### src/rtl/uart_rb_pkg.sv
package uart_rb_pkg;
  typedef enum logic [2:0] {
    RS_NONE, RS_RBR, RS_DLL, RS_IER, RS_DLM, RS_IIR, RS_LCR, RS_LSR
  } rsel_e;

  localparam int LSR_DR   = 0;
  localparam int LSR_THRE = 5;
  localparam int LSR_TEMT = 6;
  localparam int LCR_DLAB = 7;

  localparam int IER_RX    = 0;
  localparam int IER_TX    = 1;
  localparam int IER_BITS  = 4;

  localparam int FCR_EN    = 0;
  localparam int FCR_RXCLR = 1;
  localparam int FCR_TXCLR = 2;

  localparam logic [3:0] IID_NONE    = 4'b0001;
  localparam logic [3:0] IID_RXDATA  = 4'b0100;
  localparam logic [3:0] IID_TXEMPTY = 4'b0010;
endpackage

### src/rtl/uart_rb_fifo.sv
module uart_rb_fifo #(
  parameter int DEPTH = 16,
  parameter int W     = 8
) (
  input  logic         clk,
  input  logic         rst_ni,
  input  logic         clr,
  input  logic         push,
  input  logic [W-1:0] wdata,
  input  logic         pop,
  output logic [W-1:0] rdata,
  output logic         empty,
  output logic         full
);
  localparam int AW = (DEPTH > 1) ? $clog2(DEPTH) : 1;
  localparam int CW = AW + 1;

  logic [W-1:0]  mem_q [DEPTH];
  logic [AW-1:0] wp_q, wp_d, rp_q, rp_d;
  logic [CW-1:0] cnt_q, cnt_d;
  logic          do_push, do_pop;

  assign full    = (cnt_q == CW'(DEPTH));
  assign empty   = (cnt_q == '0);
  assign do_push = push & ~full & ~clr;
  assign do_pop  = pop & ~empty & ~clr;
  assign rdata   = mem_q[rp_q];

  always_comb begin
    wp_d  = wp_q;
    rp_d  = rp_q;
    cnt_d = cnt_q;
    if (clr) begin
      wp_d  = '0;
      rp_d  = '0;
      cnt_d = '0;
    end else begin
      if (do_push) wp_d = (wp_q == AW'(DEPTH - 1)) ? '0 : wp_q + AW'(1);
      if (do_pop)  rp_d = (rp_q == AW'(DEPTH - 1)) ? '0 : rp_q + AW'(1);
      case ({do_push, do_pop})
        2'b10:   cnt_d = cnt_q + CW'(1);
        2'b01:   cnt_d = cnt_q - CW'(1);
        default: cnt_d = cnt_q;
      endcase
    end
  end

  always_ff @(posedge clk or negedge rst_ni) begin
    if (!rst_ni) begin
      wp_q  <= '0;
      rp_q  <= '0;
      cnt_q <= '0;
    end else begin
      wp_q  <= wp_d;
      rp_q  <= rp_d;
      cnt_q <= cnt_d;
    end
  end

  always_ff @(posedge clk) begin
    if (do_push) mem_q[wp_q] <= wdata;
  end
endmodule

### src/rtl/uart_rb_busif.sv
module uart_rb_busif
  import uart_rb_pkg::*;
#(
  parameter int ADR_W = 4
) (
  input  logic             clk,
  input  logic             rst_ni,
  input  logic             cyc,
  input  logic             stb,
  input  logic             we,
  input  logic [ADR_W-1:0] adr,
  input  logic [3:0]       sel,
  input  logic [31:0]      dat_i,
  input  logic             dlab,
  input  logic [7:0]       rd_byte,
  output logic             ack,
  output logic [31:0]      dat_o,
  output logic [7:0]       wbyte,
  output logic             thr_wr,
  output logic             dll_wr,
  output logic             ier_wr,
  output logic             dlm_wr,
  output logic             fcr_wr,
  output logic             lcr_wr,
  output logic             rbr_rd,
  output rsel_e            rsel
);
  localparam int IW = ADR_W - 2;

  logic [IW-1:0] widx;
  logic          req, word0, word1, wr_req, rd_req;
  logic          ack_q, ack_d;
  logic [31:0]   dat_q, dat_d;
  logic          dat_en;
  logic          unused_bits;

  assign widx   = adr[ADR_W-1:2];
  assign word0  = (widx == IW'(0));
  assign word1  = (widx == IW'(1));
  assign req    = cyc & stb & ~ack_q;
  assign wr_req = req & we;
  assign rd_req = req & ~we;
  assign wbyte  = dat_i[7:0];
  assign unused_bits = ^{dat_i[31:8], adr[1:0]};

  assign thr_wr = wr_req & word0 & sel[3] & ~dlab;
  assign dll_wr = wr_req & word0 & sel[3] &  dlab;
  assign ier_wr = wr_req & word0 & sel[2] & ~dlab;
  assign dlm_wr = wr_req & word0 & sel[2] &  dlab;
  assign fcr_wr = wr_req & word0 & sel[1];
  assign lcr_wr = wr_req & word0 & sel[0];

  always_comb begin
    rsel = RS_NONE;
    if (rd_req && word0) begin
      if (sel[3])      rsel = dlab ? RS_DLL : RS_RBR;
      else if (sel[2]) rsel = dlab ? RS_DLM : RS_IER;
      else if (sel[1]) rsel = RS_IIR;
      else if (sel[0]) rsel = RS_LCR;
    end else if (rd_req && word1) begin
      if (sel[2]) rsel = RS_LSR;
    end
  end

  assign rbr_rd = (rsel == RS_RBR);

  assign ack_d  = req;
  assign dat_en = rd_req;
  assign dat_d  = {24'h0, rd_byte};

  always_ff @(posedge clk or negedge rst_ni) begin
    if (!rst_ni) begin
      ack_q <= 1'b0;
      dat_q <= '0;
    end else begin
      ack_q <= ack_d;
      if (dat_en) dat_q <= dat_d;
    end
  end

  assign ack   = ack_q;
  assign dat_o = dat_q;
endmodule

### src/rtl/uart_rb_regfile.sv
module uart_rb_regfile
  import uart_rb_pkg::*;
(
  input  logic       clk,
  input  logic       rst_ni,
  input  logic [7:0] wbyte,
  input  logic       dll_wr,
  input  logic       ier_wr,
  input  logic       dlm_wr,
  input  logic       fcr_wr,
  input  logic       lcr_wr,
  input  rsel_e      rsel,
  input  logic [7:0] rx_head,
  input  logic       rx_empty,
  input  logic       tx_empty,
  output logic [7:0] rd_byte,
  output logic       dlab,
  output logic       irq
);
  logic [IER_BITS-1:0] ier_q, ier_d;
  logic [7:0]          lcr_q, lcr_d;
  logic [7:0]          dll_q, dll_d;
  logic [7:0]          dlm_q, dlm_d;
  logic                fen_q, fen_d;
  logic                rx_pend, tx_pend;
  logic [3:0]          iid;
  logic [7:0]          lsr, iir;

  always_comb begin
    ier_d = ier_q;
    lcr_d = lcr_q;
    dll_d = dll_q;
    dlm_d = dlm_q;
    fen_d = fen_q;
    if (ier_wr) ier_d = wbyte[IER_BITS-1:0];
    if (lcr_wr) lcr_d = wbyte;
    if (dll_wr) dll_d = wbyte;
    if (dlm_wr) dlm_d = wbyte;
    if (fcr_wr) fen_d = wbyte[FCR_EN];
  end

  always_ff @(posedge clk or negedge rst_ni) begin
    if (!rst_ni) begin
      ier_q <= '0;
      lcr_q <= '0;
      dll_q <= '0;
      dlm_q <= '0;
      fen_q <= 1'b0;
    end else begin
      ier_q <= ier_d;
      lcr_q <= lcr_d;
      dll_q <= dll_d;
      dlm_q <= dlm_d;
      fen_q <= fen_d;
    end
  end

  assign dlab    = lcr_q[LCR_DLAB];
  assign rx_pend = ier_q[IER_RX] & ~rx_empty;
  assign tx_pend = ier_q[IER_TX] & tx_empty;
  assign irq     = rx_pend | tx_pend;

  always_comb begin
    if (rx_pend)      iid = IID_RXDATA;
    else if (tx_pend) iid = IID_TXEMPTY;
    else              iid = IID_NONE;
  end

  assign iir = {fen_q, fen_q, 2'b00, iid};

  always_comb begin
    lsr           = '0;
    lsr[LSR_DR]   = ~rx_empty;
    lsr[LSR_THRE] = tx_empty;
    lsr[LSR_TEMT] = tx_empty;
  end

  always_comb begin
    case (rsel)
      RS_RBR:  rd_byte = rx_empty ? 8'h00 : rx_head;
      RS_DLL:  rd_byte = dll_q;
      RS_IER:  rd_byte = {{(8-IER_BITS){1'b0}}, ier_q};
      RS_DLM:  rd_byte = dlm_q;
      RS_IIR:  rd_byte = iir;
      RS_LCR:  rd_byte = lcr_q;
      RS_LSR:  rd_byte = lsr;
      default: rd_byte = 8'h00;
    endcase
  end
endmodule

### src/rtl/uart_regbridge.sv
module uart_regbridge
  import uart_rb_pkg::*;
#(
  parameter int ADR_W      = 4,
  parameter int FIFO_DEPTH = 16
) (
  input  logic             clk,
  input  logic             rst_n,
  input  logic             wb_cyc_i,
  input  logic             wb_stb_i,
  input  logic             wb_we_i,
  input  logic [ADR_W-1:0] wb_adr_i,
  input  logic [3:0]       wb_sel_i,
  input  logic [31:0]      wb_dat_i,
  output logic [31:0]      wb_dat_o,
  output logic             wb_ack_o,
  output logic [7:0]       tx_data_o,
  output logic             tx_valid_o,
  input  logic             tx_ready_i,
  input  logic [7:0]       rx_data_i,
  input  logic             rx_valid_i,
  output logic             rx_ready_o,
  output logic             irq_o
);
  logic [1:0] rs_q;
  logic       rst_ni;

  always_ff @(posedge clk or negedge rst_n) begin
    if (!rst_n) rs_q <= 2'b00;
    else        rs_q <= {rs_q[0], 1'b1};
  end
  assign rst_ni = rs_q[1];

  logic [7:0] wbyte, rd_byte, rx_head;
  logic       thr_wr, dll_wr, ier_wr, dlm_wr, fcr_wr, lcr_wr, rbr_rd;
  logic       dlab, rx_empty, rx_full, tx_empty, tx_full;
  logic       rx_clr, tx_clr;
  rsel_e      rsel;

  uart_rb_busif #(.ADR_W(ADR_W)) u_bus (
    .clk(clk), .rst_ni(rst_ni),
    .cyc(wb_cyc_i), .stb(wb_stb_i), .we(wb_we_i), .adr(wb_adr_i),
    .sel(wb_sel_i), .dat_i(wb_dat_i), .dlab(dlab), .rd_byte(rd_byte),
    .ack(wb_ack_o), .dat_o(wb_dat_o), .wbyte(wbyte),
    .thr_wr(thr_wr), .dll_wr(dll_wr), .ier_wr(ier_wr), .dlm_wr(dlm_wr),
    .fcr_wr(fcr_wr), .lcr_wr(lcr_wr), .rbr_rd(rbr_rd), .rsel(rsel)
  );

  uart_rb_regfile u_regs (
    .clk(clk), .rst_ni(rst_ni), .wbyte(wbyte),
    .dll_wr(dll_wr), .ier_wr(ier_wr), .dlm_wr(dlm_wr),
    .fcr_wr(fcr_wr), .lcr_wr(lcr_wr), .rsel(rsel),
    .rx_head(rx_head), .rx_empty(rx_empty), .tx_empty(tx_empty),
    .rd_byte(rd_byte), .dlab(dlab), .irq(irq_o)
  );

  assign rx_clr = fcr_wr & wbyte[FCR_RXCLR];
  assign tx_clr = fcr_wr & wbyte[FCR_TXCLR];

  uart_rb_fifo #(.DEPTH(FIFO_DEPTH), .W(8)) u_txq (
    .clk(clk), .rst_ni(rst_ni), .clr(tx_clr),
    .push(thr_wr), .wdata(wbyte),
    .pop(tx_valid_o & tx_ready_i), .rdata(tx_data_o),
    .empty(tx_empty), .full(tx_full)
  );

  uart_rb_fifo #(.DEPTH(FIFO_DEPTH), .W(8)) u_rxq (
    .clk(clk), .rst_ni(rst_ni), .clr(rx_clr),
    .push(rx_valid_i & rx_ready_o), .wdata(rx_data_i),
    .pop(rbr_rd), .rdata(rx_head),
    .empty(rx_empty), .full(rx_full)
  );

  assign tx_valid_o = ~tx_empty;
  assign rx_ready_o = ~rx_full;

  logic unused_txfull;
  assign unused_txfull = tx_full;
endmodule

### config.mk
export PLATFORM = sky130hd
export DESIGN_NAME = uart_regbridge
export DESIGN_NICKNAME = d
export VERILOG_FILES = /design/src/rtl/uart_rb_pkg.sv /design/src/rtl/uart_rb_fifo.sv /design/src/rtl/uart_rb_busif.sv /design/src/rtl/uart_rb_regfile.sv /design/src/rtl/uart_regbridge.sv
export SDC_FILE = /design/constraint.sdc
export NUM_CORES = 1
export LEC_CHECK = 0
export BUFFER_PORTS_ARGS = -buffer_cell sky130_fd_sc_hd__buf_2
export CORE_MARGIN = 2
export CORE_UTILIZATION = 39
export DETAILED_ROUTE_END_ITERATION = 12
export REMOVE_ABC_BUFFERS = 1
export SLEW_MARGIN = 5
export SYNTH_ARGS = -nofsm -noshare
export SYNTH_HDL_FRONTEND = slang
export SYNTH_SLANG_ARGS = --single-unit
### constraint.sdc
create_clock -name clk -period 4.1 [get_ports clk]
set_input_delay 1.025 -clock clk [delete_from_list [all_inputs] [get_ports clk]]
set_output_delay 1.025 -clock clk [all_outputs]
set_load 0.02 [all_outputs]
==> summary.txt, run 1 <==
Layout
  • Post-route cell area: 15800 sq um
  • Area Overhead vs Synth: 13.4%
  • Layout Utilization: 44.7%
  • Share of cells above drive strength 1: 22.8%
  • Ant. Diodes: 0
  • Final-stage net count: 1018
  • Fill count: 3156

Placed design
  • Port Buffers: 48
  • Setup WS pre-CTS: 0.594 ns
  • Area after DPL: 14700 sq um
  • Detail Placement HPWL: 18800 um
  • GP Congestion: 0.836

Critical path
  • WP data arrival: 2.64 ns
  • Critical setup path kind: reg2out
  • Req. time, crit path: 3.07 ns
  • Worst-case reg-to-reg path depth: 15
  • Worst Path Max Fanout: 14
  • Origin of the critical flop-to-flop path: u_txq.cnt_q[1]$_DFFE_PN0P_
  • Max stage delay on crit path: 0.57 ns
  • Worst path slowest cell: dfrtp_1
  • R2R Setup Slk: 1.17 ns
  • Critical path, cell by cell: nor2b_1 > buf_4 > a221oi_1 > a22oi_1 > nand2_1 > buf_2
  • R2R Path End: u_txq.cnt_q[4]$_DFFE_PN0P_
  • CP Capture Type: primary output
  • Startpoint types: flip-flop

GRT
  • Vias in the first global route: 7827
  • Initial antenna violation count: 0
  • Pin count of the biggest net entering global routing: 36
  • Congestion Overflow GR: 0
  • Overall global routing resource usage: 15.7%
  • First-pass GRT wire length: 45600 um

Synth
  • Mapped cell area: 14000 sq um
  • FFs w/ async S/R, synth: 20.5%
  • Fraction of the mapped netlist area in adder cells: 1.49%
  • Largest family of logic cells by synthesized area: multiplexers
  • Simple-gate area share of the yosys netlist: 7.58%
  • Seq/Total Area, Yosys: 66.9%
  • Netlist cell types: 68
  • Cells after Synth: 885
  • Mean Syn Cell Area: 15.8 sq um
  • Synthesis-stage register bit count: 322
  • Synth warn: 0
  • Mux share of post-synthesis cell area: 13.0%
  • EDFF count, synth: 256
  • Post-synthesis xor/xnor area fraction: 0.869%
  • Synth Area in Compound Gates: 6.81%
  • Most used flip-flop cell after synthesis: edfxtp_1

Timing
  • Worst slew pin tran: 0.960 ns
  • Final setup violation count: 0
  • Fin crit period: 3.67 ns
  • Fmax achieved: 273 MHz
  • RSZ-0062 raised after global routing: false
  • Final count of pins violating max slew: 0
  • Clock skew: 0.0221 ns
  • Setup TNS: 0 ns
  • Min setup slack post-route: 0.435 ns
  • Max_slew headroom: 36.0%
  • Final Hold Fails: 0
  • Tcrit/Tclk final: 89.4%

Power
  • Worst vdd ir: 0.489 mV
  • PwrDens: 591 nW/um^2
  • Leakage power: 0.00563 uW

Route
  • Antenna Violating Nets Remaining: 0
  • 1st-iter DRT viols: 395
  • Drt total wl: 29000 um
  • Remaining DRCs: 0
  • Per-cell routed wire length: 20.2 um
  • Vias/cell: 5.24
  • Routed vias: 7522
  • Detailed Routing Iterations Pass 1: 5

Floorplan
  • Chip Width: 193 um
  • Top-Level Pins: 99
  • Effective utilization at floorplan: 39.4%
  • Std-Cell Rows: 69
  • Core ar.: 35400 sq um
  • Die Height: 193 um
  • Die ar.: 37300 sq um

Clock network
  • Post-CTS resize count: 0
  • Post-CTS setup buffer count: 0
  • CTS buffer count: 35
  • Clk sink count: 322
  • Reg clk slew, reported paths: 0.06 ns
  • Clk root buf: clkbuf_16
  • CTS Hold Buffers Added: 0
  • Clock network latency to the later pin of the worst-skew pair: 0.53 ns
  • CTS tree: yes
  • # H-tree levels: 2
  • Worst-case clock buffer depth: 3

Hold path
  • Hold crit path type: reg2async

Outcome
  • Run status: finished, final reports clean

Run
  • Max-capacitance violation count: 0
## cell families after synthesis
kind of cell             after synthesis
flip-flops                           322
AND/OR/NAND/NOR                      191
AO/OA/AOI/OAI                        138
multiplexers                         117
buffers and inverters                 86
adder cells (fa/ha/maj)               16
XOR/XNOR                              13
other                                  2
## critical path: cells and delay by family, from the launching register on
kind	cells	cell delay [ns]
simple gates	2	0.42
flops	1	0.57
buf+inv	2	0.38
compound gates	2	0.74
## worst max path at each step
stage | from | to | slack, ns
4_1_cts | u_txq.rp_q[2]$_DFFE_PN0P_ | tx_data_o[6] | 0.42
3_5_place_dp | wb_adr_i[2] | u_txq.cnt_q[4]$_DFFE_PN0P_ | 0.59
5_1_grt | u_txq.rp_q[2]$_DFFE_PN0P_ | tx_data_o[6] | 0.32
6_report | u_txq.rp_q[2]$_DFFE_PN0P_ | tx_data_o[6] | 0.43
3_3_place_gp | wb_adr_i[2] | u_txq.cnt_q[4]$_DFFE_PN0P_ | 0.61
2_1_floorplan | u_txq.rp_q[0]$_DFFE_PN0P_ | tx_data_o[0] | 0.29
## state kept, by name (all words and copies together) (netlist names), 5 cells and up
register,count
u_txq.cnt_q,5
u_regs.dll_q,8
u_txq.mem_q,128
u_bus.dat_o,8
u_regs.lcr_q,8
u_rxq.mem_q,128
u_rxq.cnt_q,5
u_regs.dlm_q,8
## per-stage QoR
stage               cells  hold WS [ns]  power, uW
finish               1435         0.255       9360
global route         1435         0.251       9810
CTS                  1435         0.240       9460
detailed placement   1371         0.278       6230
global placement     1371         0.261       6200
floorplan             842         0.331       5550
## cells in the mapped netlist (all sizes together) (3+ instances only)
cell,number,area [sq um]
a211oi,16,125
a21oi,24,120
a221oi,13,114
a22o,3,26.3
a22oi,18,135
a311oi,5,43.8
and2,32,200
and3,4,25.0
buf,45,312
clkbuf,21,78.8
dfrtp,66,1650
edfxtp,256,7690
ha,15,188
inv,20,75.1
mux2,31,349
mux2i,38,380
mux4,48,1080
nand2,55,206
nand2b,6,37.5
nand3,13,70.1
nand3b,3,22.5
nand4,4,25.0
nand4bb,3,38.8
nor2,36,150
nor2b,12,82.6
nor3,10,66.3
nor3b,4,35.0
nor4,4,37.5
o211ai,5,37.5
o21ai,37,185
xnor2,9,86.3
xor2,4,35.0
## where the power goes
| part | total (uW) | switching [uW] | internal (uW) |
|---|---|---|---|
| combinational | 2050 | 1130 | 920 |
| sequential | 4090 | 296 | 3790 |
| clock | 3220 | 1280 | 1940 |
## cells in the final DEF (no fill, tap or decap), types with 9 or more instances in the layout
cell type	instances
edfxtp_1	256
dfrtp_1	63
nand2_1	55
mux4_2	48
buf_2	48
mux2i_1	38
clkbuf_16	36
nor2_1	34
and2_1	32
mux2_2	31
o21ai_0	28
conb_1	25
a21oi_1	24
inv_1	20
a22oi_1	18
buf_4	18
a211oi_1	15
ha_1	15
a221oi_1	13
nand3_1	12
nor2b_1	11
o21ai_1	9
clkbuf_1	9
## per-layer routing
| metal | share of wire, % | vias up | GRT usage, % |
|---|---|---|---|
| li1 | - | 3518 | - |
| met1 | 45 | 3822 | 20.9 |
| met2 | 49 | 140 | 26.4 |
| met3 | 3.6 | 42 | 2.81 |
| met4 | 2.4 | 0 | 4.50 |
| met5 | 0 | - | 0 |
## area by class of cell
type | instances | area, sq um | area share (%)
Sequential cell | 322 | 9340 | 59.0
Multi-Input combinational cell | 500 | 4240 | 26.8
Clock buffer | 45 | 935 | 5.90
Tap cell | 461 | 577 | 3.64
Timing Repair Buffer | 68 | 415 | 2.62
Clock inverter | 19 | 241 | 1.53
Inverter | 20 | 75.1 | 0.474
(Power assumes the default switching activity.)
==> run 2: changes to the inputs <==
Settings changed: ABC_AREA from default to 1, REMOVE_ABC_BUFFERS 1 to default.
==> run 2 against run 1 <==
Net effect: combinational power increased by 39%; via count grew 22%; final area fell by 0.96%; clock skew decreased by 0.0057 ns; wire length increased by 13%; synthesized area fell by 1.4%; count of clock-buffer cells in the layout down 1; hold slack better by 0.014 ns; global-route usage rose by 2.4 points; maximum frequency fell by 1.3%; critical endpoint is now tx_data_o[7].
==> summary.txt, run 2 <==
Synth
  • Post-synth top area cell: edfxtp_1
  • Synth top area share: 55.8% (+0.76 points)
  • Top cells by area, synth: edfxtp_1, dfrtp_1, o21ai_0
  • FFs w/ async S/R, synth: 20.5% (unchanged)
  • Seq/Total Area, Yosys: 67.8% (+0.92 points)
  • Synthesis-stage register bit count: 322 (unchanged)
  • Cells after Synth: 1203 (+36%)
  • Netlist cell types: 47 (-31%)
  • Most used flip-flop cell after synthesis: edfxtp_1
  • Synth cell count leaders: edfxtp_1, nand2_1, o21ai_0
  • EDFF count, synth: 256 (unchanged)
  • Mapped cell area: 13800 sq um (-1.4%)
  • Most frequent cell after synthesis: edfxtp_1
  • Mean Syn Cell Area: 11.4 sq um (-27%)
  • Synth warn: 0 (unchanged)

Layout
  • Top flop regs: u_rxq.mem_q x128, u_txq.mem_q x128
  • Commonest non-fill, non-tap cell in the layout: edfxtp_1
  • Area Overhead vs Synth: 13.8%
  • Most frequent cells in the layout: edfxtp_1, nand2_1, o21ai_0
  • Fill count: 3186 (+0.95%)
  • Ant. Diodes: 0 (unchanged)
  • Final-stage net count: 1340 (+32%)
  • Share of cells above drive strength 1: 13.4% (-9.4 points)

Placed design
  • Port Buffers: 48 (unchanged)
  • Detail Placement HPWL: 20700 um (+10%)
  • GP Congestion: 0.835 (about the same)

Power
  • Clock group share of total power: 31.4% (-3.0 points)
  • Combinational share of power: 28.2% (+6.3 points)
  • PwrDens: 643 nW/um^2 (+8.8%)
  • Reg power frac: 40.4% (-3.3 points)
  • Design Power: 10100 uW (+7.8%)
  • Internal: 6560 uW (-1.4%)
  • P_sw: 3530 uW (+30%)
  • Worst vdd ir: 0.428 mV (-13%)
  • Sw Share: 35.0% (+6.0 points)
  • Leakage power: 0.00586 uW (+4.2%)

Timing
  • Setup TNS: 0 ns (unchanged)
  • Clock skew: 0.0164 ns (-0.00573 ns)
  • Tcrit/Tclk final: 90.6% (+1.2 points)
  • Final setup violation count: 0 (unchanged)
  • RSZ-0062 raised after global routing: false
  • Worst slew pin tran: 0.924 ns (-0.0358 ns)
  • Fin crit period: 3.71 ns (+0.0484 ns)
  • Final Hold Fails: 0 (unchanged)
  • Max_slew headroom: 38.3% (+2.3 points)
  • Fmax achieved: 269 MHz (-1.3%)
  • Final count of pins violating max slew: 0 (unchanged)

Critical path
  • Critical setup path kind: reg2out
  • Req. time, crit path: 3.07 ns (about the same)
  • Worst Path Max Fanout: 48 (+34)
  • CP Capture Type: primary output
  • WP data arrival: 2.69 ns (+0.05 ns)
  • Startpoint types: flip-flop

Clock network
  • Reg clk slew, reported paths: 0.06 ns (about the same)
  • # H-tree levels: 2 (unchanged)
  • Worst-case clock buffer depth: 3 (unchanged)
  • Clk root buf: clkbuf_16
  • CTS Hold Buffers Added: 0 (unchanged)
  • Post-CTS resize count: 0 (unchanged)
  • Post-CTS setup buffer count: 0 (unchanged)
  • CTS tree: yes
  • CTS buffer count: 37 (+5.7%)
  • Clk sink count: 322 (unchanged)
  • Clock network latency to the later pin of the worst-skew pair: 0.54 ns (about the same)

Route
  • Vias/cell: 5.24 (about the same)
  • Detailed Routing Iterations Pass 1: 5 (unchanged)
  • Drt total wl: 32800 um (+13%)
  • Remaining DRCs: 0 (unchanged)
  • Per-cell routed wire length: 18.7 um (-7.3%)
  • Antenna Violating Nets Remaining: 0 (unchanged)
  • 1st-iter DRT viols: 593 (+50%)
  • Routed vias: 9182 (+22%)

Floorplan
  • Top-Level Pins: 99 (unchanged)
  • Std-Cell Rows: 68 (-1.4%)
  • Chip Width: 192 um (-0.67%)
  • Core ar.: 34600 sq um (-2.2%)
  • Die Height: 192 um (-0.67%)
  • Effective utilization at floorplan: 39.8% (+0.33 points)
  • Die ar.: 36800 sq um (-1.3%)

Hold path
  • Hold crit path type: in2async

GRT
  • Overall global routing resource usage: 18.1% (+2.4 points)
  • Vias in the first global route: 8978 (+15%)
  • First-pass GRT wire length: 50600 um (+11%)
  • Initial antenna violation count: 0 (unchanged)
  • Congestion Overflow GR: 0 (unchanged)
  • Pin count of the biggest net entering global routing: 53 (+47%)

Outcome
  • Run status: finished, final reports clean

Run
  • Max-capacitance violation count: 0 (unchanged)
==> run 2: worst max-delay path: stages, from the launching register on <==
cell      delay, ns
dfrtp_2        0.60
buf_4          0.49
o21ai_0        0.18
o221ai_1       0.32
nand4_1        0.23
nand2_1        0.13
buf_2          0.16
==> run 2: through the flow <==
step	hold slack (ns)	worst slack, ns	utilization, %	cells	cell area (sq um)
6_report	0.269	0.387	45.3	1752	15700
5_1_grt	0.258	0.225	45.3	1752	15700
2_1_floorplan	0.331	1.10	-	1226	13900
4_1_cts	0.249	0.371	45.3	1752	15700
3_3_place_gp	0.338	0.715	41.9	1685	14500
3_5_place_dp	0.343	0.628	41.9	1685	14500
==> run 2: layout make-up <==
| class | count | area (sq um) | area share, % |
|---|---|---|---|
| flip-flops and latches | 322 | 9340 | 59.6 |
| well taps | 455 | 569 | 3.63 |
| clock inverters | 23 | 205 | 1.31 |
| inverters | 71 | 269 | 1.72 |
| repair buffers | 74 | 448 | 2.86 |
| multi-input cells | 763 | 3890 | 24.8 |
| clock buffers | 44 | 952 | 6.07 |
==> run 2: cells by family after synthesis <==
family                   after synthesis  synth area share, %
AO/OA/AOI/OAI                        291                 12.1
XOR/XNOR                               9                0.572
adder cells (fa/ha/maj)               16                 1.51
buffers and inverters                141                 4.55
flip-flops                           322                 67.8
other                                  2               0.0545
AND/OR/NAND/NOR                      422                 13.4
==> run 2: worst paths after layout <==
path	from	endpoint	slack, ns	cells past startpoint
max	u_txq.rp_q[0]$_DFFE_PN0P_	tx_data_o[7]	0.39	6
min	rst_n	rs_q[0]$_DFF_PN0_	0.27	1
max in group asynchronous	rs_q[1]$_DFF_PN0_	u_txq.cnt_q[1]$_DFFE_PN0P_	2.84	1
max reg2reg	u_txq.cnt_q[0]$_DFFE_PN0P_	u_txq.cnt_q[4]$_DFFE_PN0P_	1.24	15
min reg2reg	rs_q[1]$_DFF_PN0_	u_rxq.cnt_q[3]$_DFFE_PN0P_	0.34	0
min in group clk	rs_q[0]$_DFF_PN0_	rs_q[1]$_DFF_PN0_	0.35	0
==> run 2: power by group through the flow <==
stage | Combinational, uW | Sequential [uW] | Clock [uW]
6_report | 2840 | 4080 | 3170
5_1_grt | 3190 | 4120 | 3340
4_1_cts | 2850 | 4080 | 3220
3_5_place_dp | 2840 | 4140 | 0
3_3_place_gp | 2800 | 4140 | 0
2_1_floorplan | 1990 | 4040 | 0
==> run 2: metal layers <==
metal / wire [um] / track usage, % / vias to the layer above
met4: 674 / 5.59 / 0
met3: 1550 / 2.56 / 45
li1: - / - / 4391
met2: 15900 / 30.0 / 248
met5: 0 / 0 / -
met1: 14700 / 24.6 / 4498
==> run 3: changes to the inputs <==
Settings changed: CELL_PAD_IN_SITES_DETAIL_PLACEMENT from default to 1, CELL_PAD_IN_SITES_GLOBAL_PLACEMENT from default to 2, PLACE_DENSITY_LB_ADDON from default to 0.1.
==> run 3 against run 2 <==
Net effect: global-route usage is 2.5 points higher; critical endpoint is now tx_data_o[0]; register-to-register slack worse by 0.06 ns; largest cell class unchanged; flip-flop and latch count stayed put.
==> summary.txt, run 3 (synthesis gave the netlist of run 2 again) <==
Placed design
  • Port Buffers: 48 (unchanged)
  • Detail Placement HPWL: 24200 um (+17%)
  • # placed instances: 1703 (+1.1%)
  • GP Congestion: 0.756 (-9.5%)

Run
  • Max-capacitance violation count: 0 (unchanged)

Floorplan
  • Std-Cell Rows: 68 (unchanged)
  • Die ar.: 36800 sq um (unchanged)
  • Chip Width: 192 um (unchanged)
  • Die Height: 192 um (unchanged)
  • Core ar.: 34600 sq um (unchanged)
  • Effective utilization at floorplan: 39.8% (unchanged)
  • Top-Level Pins: 99 (unchanged)

Route
  • Per-cell routed wire length: 20.8 um (+11%)
  • 1st-iter DRT viols: 466 (-21%)
  • Detailed Routing Iterations Pass 1: 5 (unchanged)
  • Routed vias: 9200 (+0.20%)
  • Remaining DRCs: 0 (unchanged)
  • Drt total wl: 36900 um (+12%)
  • Vias/cell: 5.19 (-0.88%)
  • Antenna Violating Nets Remaining: 0 (unchanged)

Timing
  • Max_slew headroom: 43.6% (+5.3 points)
  • RSZ-0062 raised after global routing: false
  • Fmax achieved: 266 MHz (-1.3%)
  • Fin crit period: 3.76 ns (+0.0505 ns)
  • Worst slew pin tran: 0.843 ns (-0.0817 ns)
  • Setup TNS: 0 ns (unchanged)
  • Clock skew: 0.0214 ns (+0.00503 ns)
  • WHS: 0.197 ns (-0.0719 ns)
  • Final count of pins violating max slew: 0 (unchanged)
  • Final Hold Fails: 0 (unchanged)
  • Tcrit/Tclk final: 91.8% (+1.2 points)
  • Final setup violation count: 0 (unchanged)

Clock network
  • Clock network latency to the later pin of the worst-skew pair: 0.52 ns (-0.02 ns)
  • CTS buffer count: 38 (+2.7%)
  • Reg clk slew, reported paths: 0.06 ns (about the same)
  • CTS Hold Buffers Added: 0 (unchanged)
  • Worst-case clock buffer depth: 3 (unchanged)
  • CTS tree: yes
  • Post-CTS resize count: 0 (unchanged)
  • Clk root buf: clkbuf_16
  • Clk sink count: 322 (unchanged)
  • Post-CTS setup buffer count: 0 (unchanged)
  • # H-tree levels: 2 (unchanged)

GRT
  • Overall global routing resource usage: 20.6% (+2.5 points)
  • Vias in the first global route: 9551 (+6.4%)
  • First-pass GRT wire length: 57000 um (+13%)
  • Congestion Overflow GR: 0 (unchanged)
  • Initial antenna violation count: 0 (unchanged)
  • Pin count of the biggest net entering global routing: 67 (+26%)

Critical path
  • Startpoint types: flip-flop
  • CP Capture Type: primary output
  • Worst Path Max Fanout: 12 (-75%)
  • Worst-case reg-to-reg path depth: 15 (unchanged)
  • Req. time, crit path: 3.07 ns (about the same)
  • WP data arrival: 2.74 ns (+0.05 ns)
  • Critical setup path kind: reg2out

Power
  • PwrDens: 642 nW/um^2 (-0.31%)
  • Design Power: 10100 uW (+0.44%)
  • Worst vdd ir: 0.387 mV (-9.5%)
  • Leakage power: 0.00593 uW (+1.2%)

Outcome
  • Run status: finished, final reports clean

Layout
  • Final cell count without fillers: 1771 (+1.1%)
  • Top flop regs: u_rxq.mem_q x128, u_txq.mem_q x128
  • Layout Utilization: 45.6% (+0.34 points)
  • Commonest non-fill, non-tap cell in the layout: edfxtp_1
  • Area Overhead vs Synth: 14.7%
  • Most frequent cells in the layout: edfxtp_1, nand2_1, o21ai_0
  • Ant. Diodes: 0 (unchanged)
  • Final-stage net count: 1359 (+1.4%)
  • Share of cells above drive strength 1: 14.4% (+1.0 points)

Hold path
  • Hold crit path type: reg2async
[run 3: cell type report]
type / count / area, sq um
clock buffers: 46 / 991
clock inverters: 22 / 148
fillers: 3687 / 18800
inverters: 71 / 269
multi-input cells: 763 / 3890
flip-flops and latches: 322 / 9340
well taps: 455 / 569
repair buffers: 92 / 583
[run 3: path summary, 6_finish.rpt]
kind,slack [ns],start,to
min reg2reg,0.20,rs_q[1]$_DFF_PN0_,u_rxq.rp_q[3]$_DFFE_PN0P_
max reg2reg,1.18,u_txq.cnt_q[0]$_DFFE_PN0P_,u_txq.cnt_q[4]$_DFFE_PN0P_
min in group clk,0.35,rs_q[0]$_DFF_PN0_,rs_q[1]$_DFF_PN0_
max,0.34,u_txq.rp_q[1]$_DFFE_PN0P_,tx_data_o[0]
min,0.20,rs_q[1]$_DFF_PN0_,u_rxq.rp_q[3]$_DFFE_PN0P_
max in group asynchronous,2.89,rs_q[1]$_DFF_PN0_,u_txq.rp_q[0]$_DFFE_PN0P_
[run 3: routing by layer]
metal / up-vias / wire length, um / GRT usage (%)
li1: 4422 / - / -
met1: 4604 / 16500 / 27.1
met2: 129 / 18700 / 36.5
met3: 45 / 1050 / 2.32
met4: 0 / 656 / 4.67
met5: - / 0 / 0
[run 3: worst max-delay path: stages (launching register included)]
cell	delay (ns)
dfrtp_1	0.56
nor2_1	0.54
inv_1	0.38
a21oi_1	0.22
a221oi_1	0.10
o21ai_0	0.11
nand2_1	0.12
buf_2	0.17
[run 3: stage by stage]
| stage | worst slack (ns) | instance area, sq um |
|---|---|---|
| after detailed placement | 0.618 | 14700 |
| after global routing | 0.172 | 15800 |
| after floorplan | 1.10 | 13900 |
| after global placement | 0.651 | 14700 |
| after CTS | 0.243 | 15800 |
| final | 0.336 | 15800 |
[run 3: report_power, final]
part	switching, uW	total, uW	internal [uW]
combinational	2050	2950	899
sequential	273	4090	3820
clock	1300	3090	1790
total	3620	10100	6510
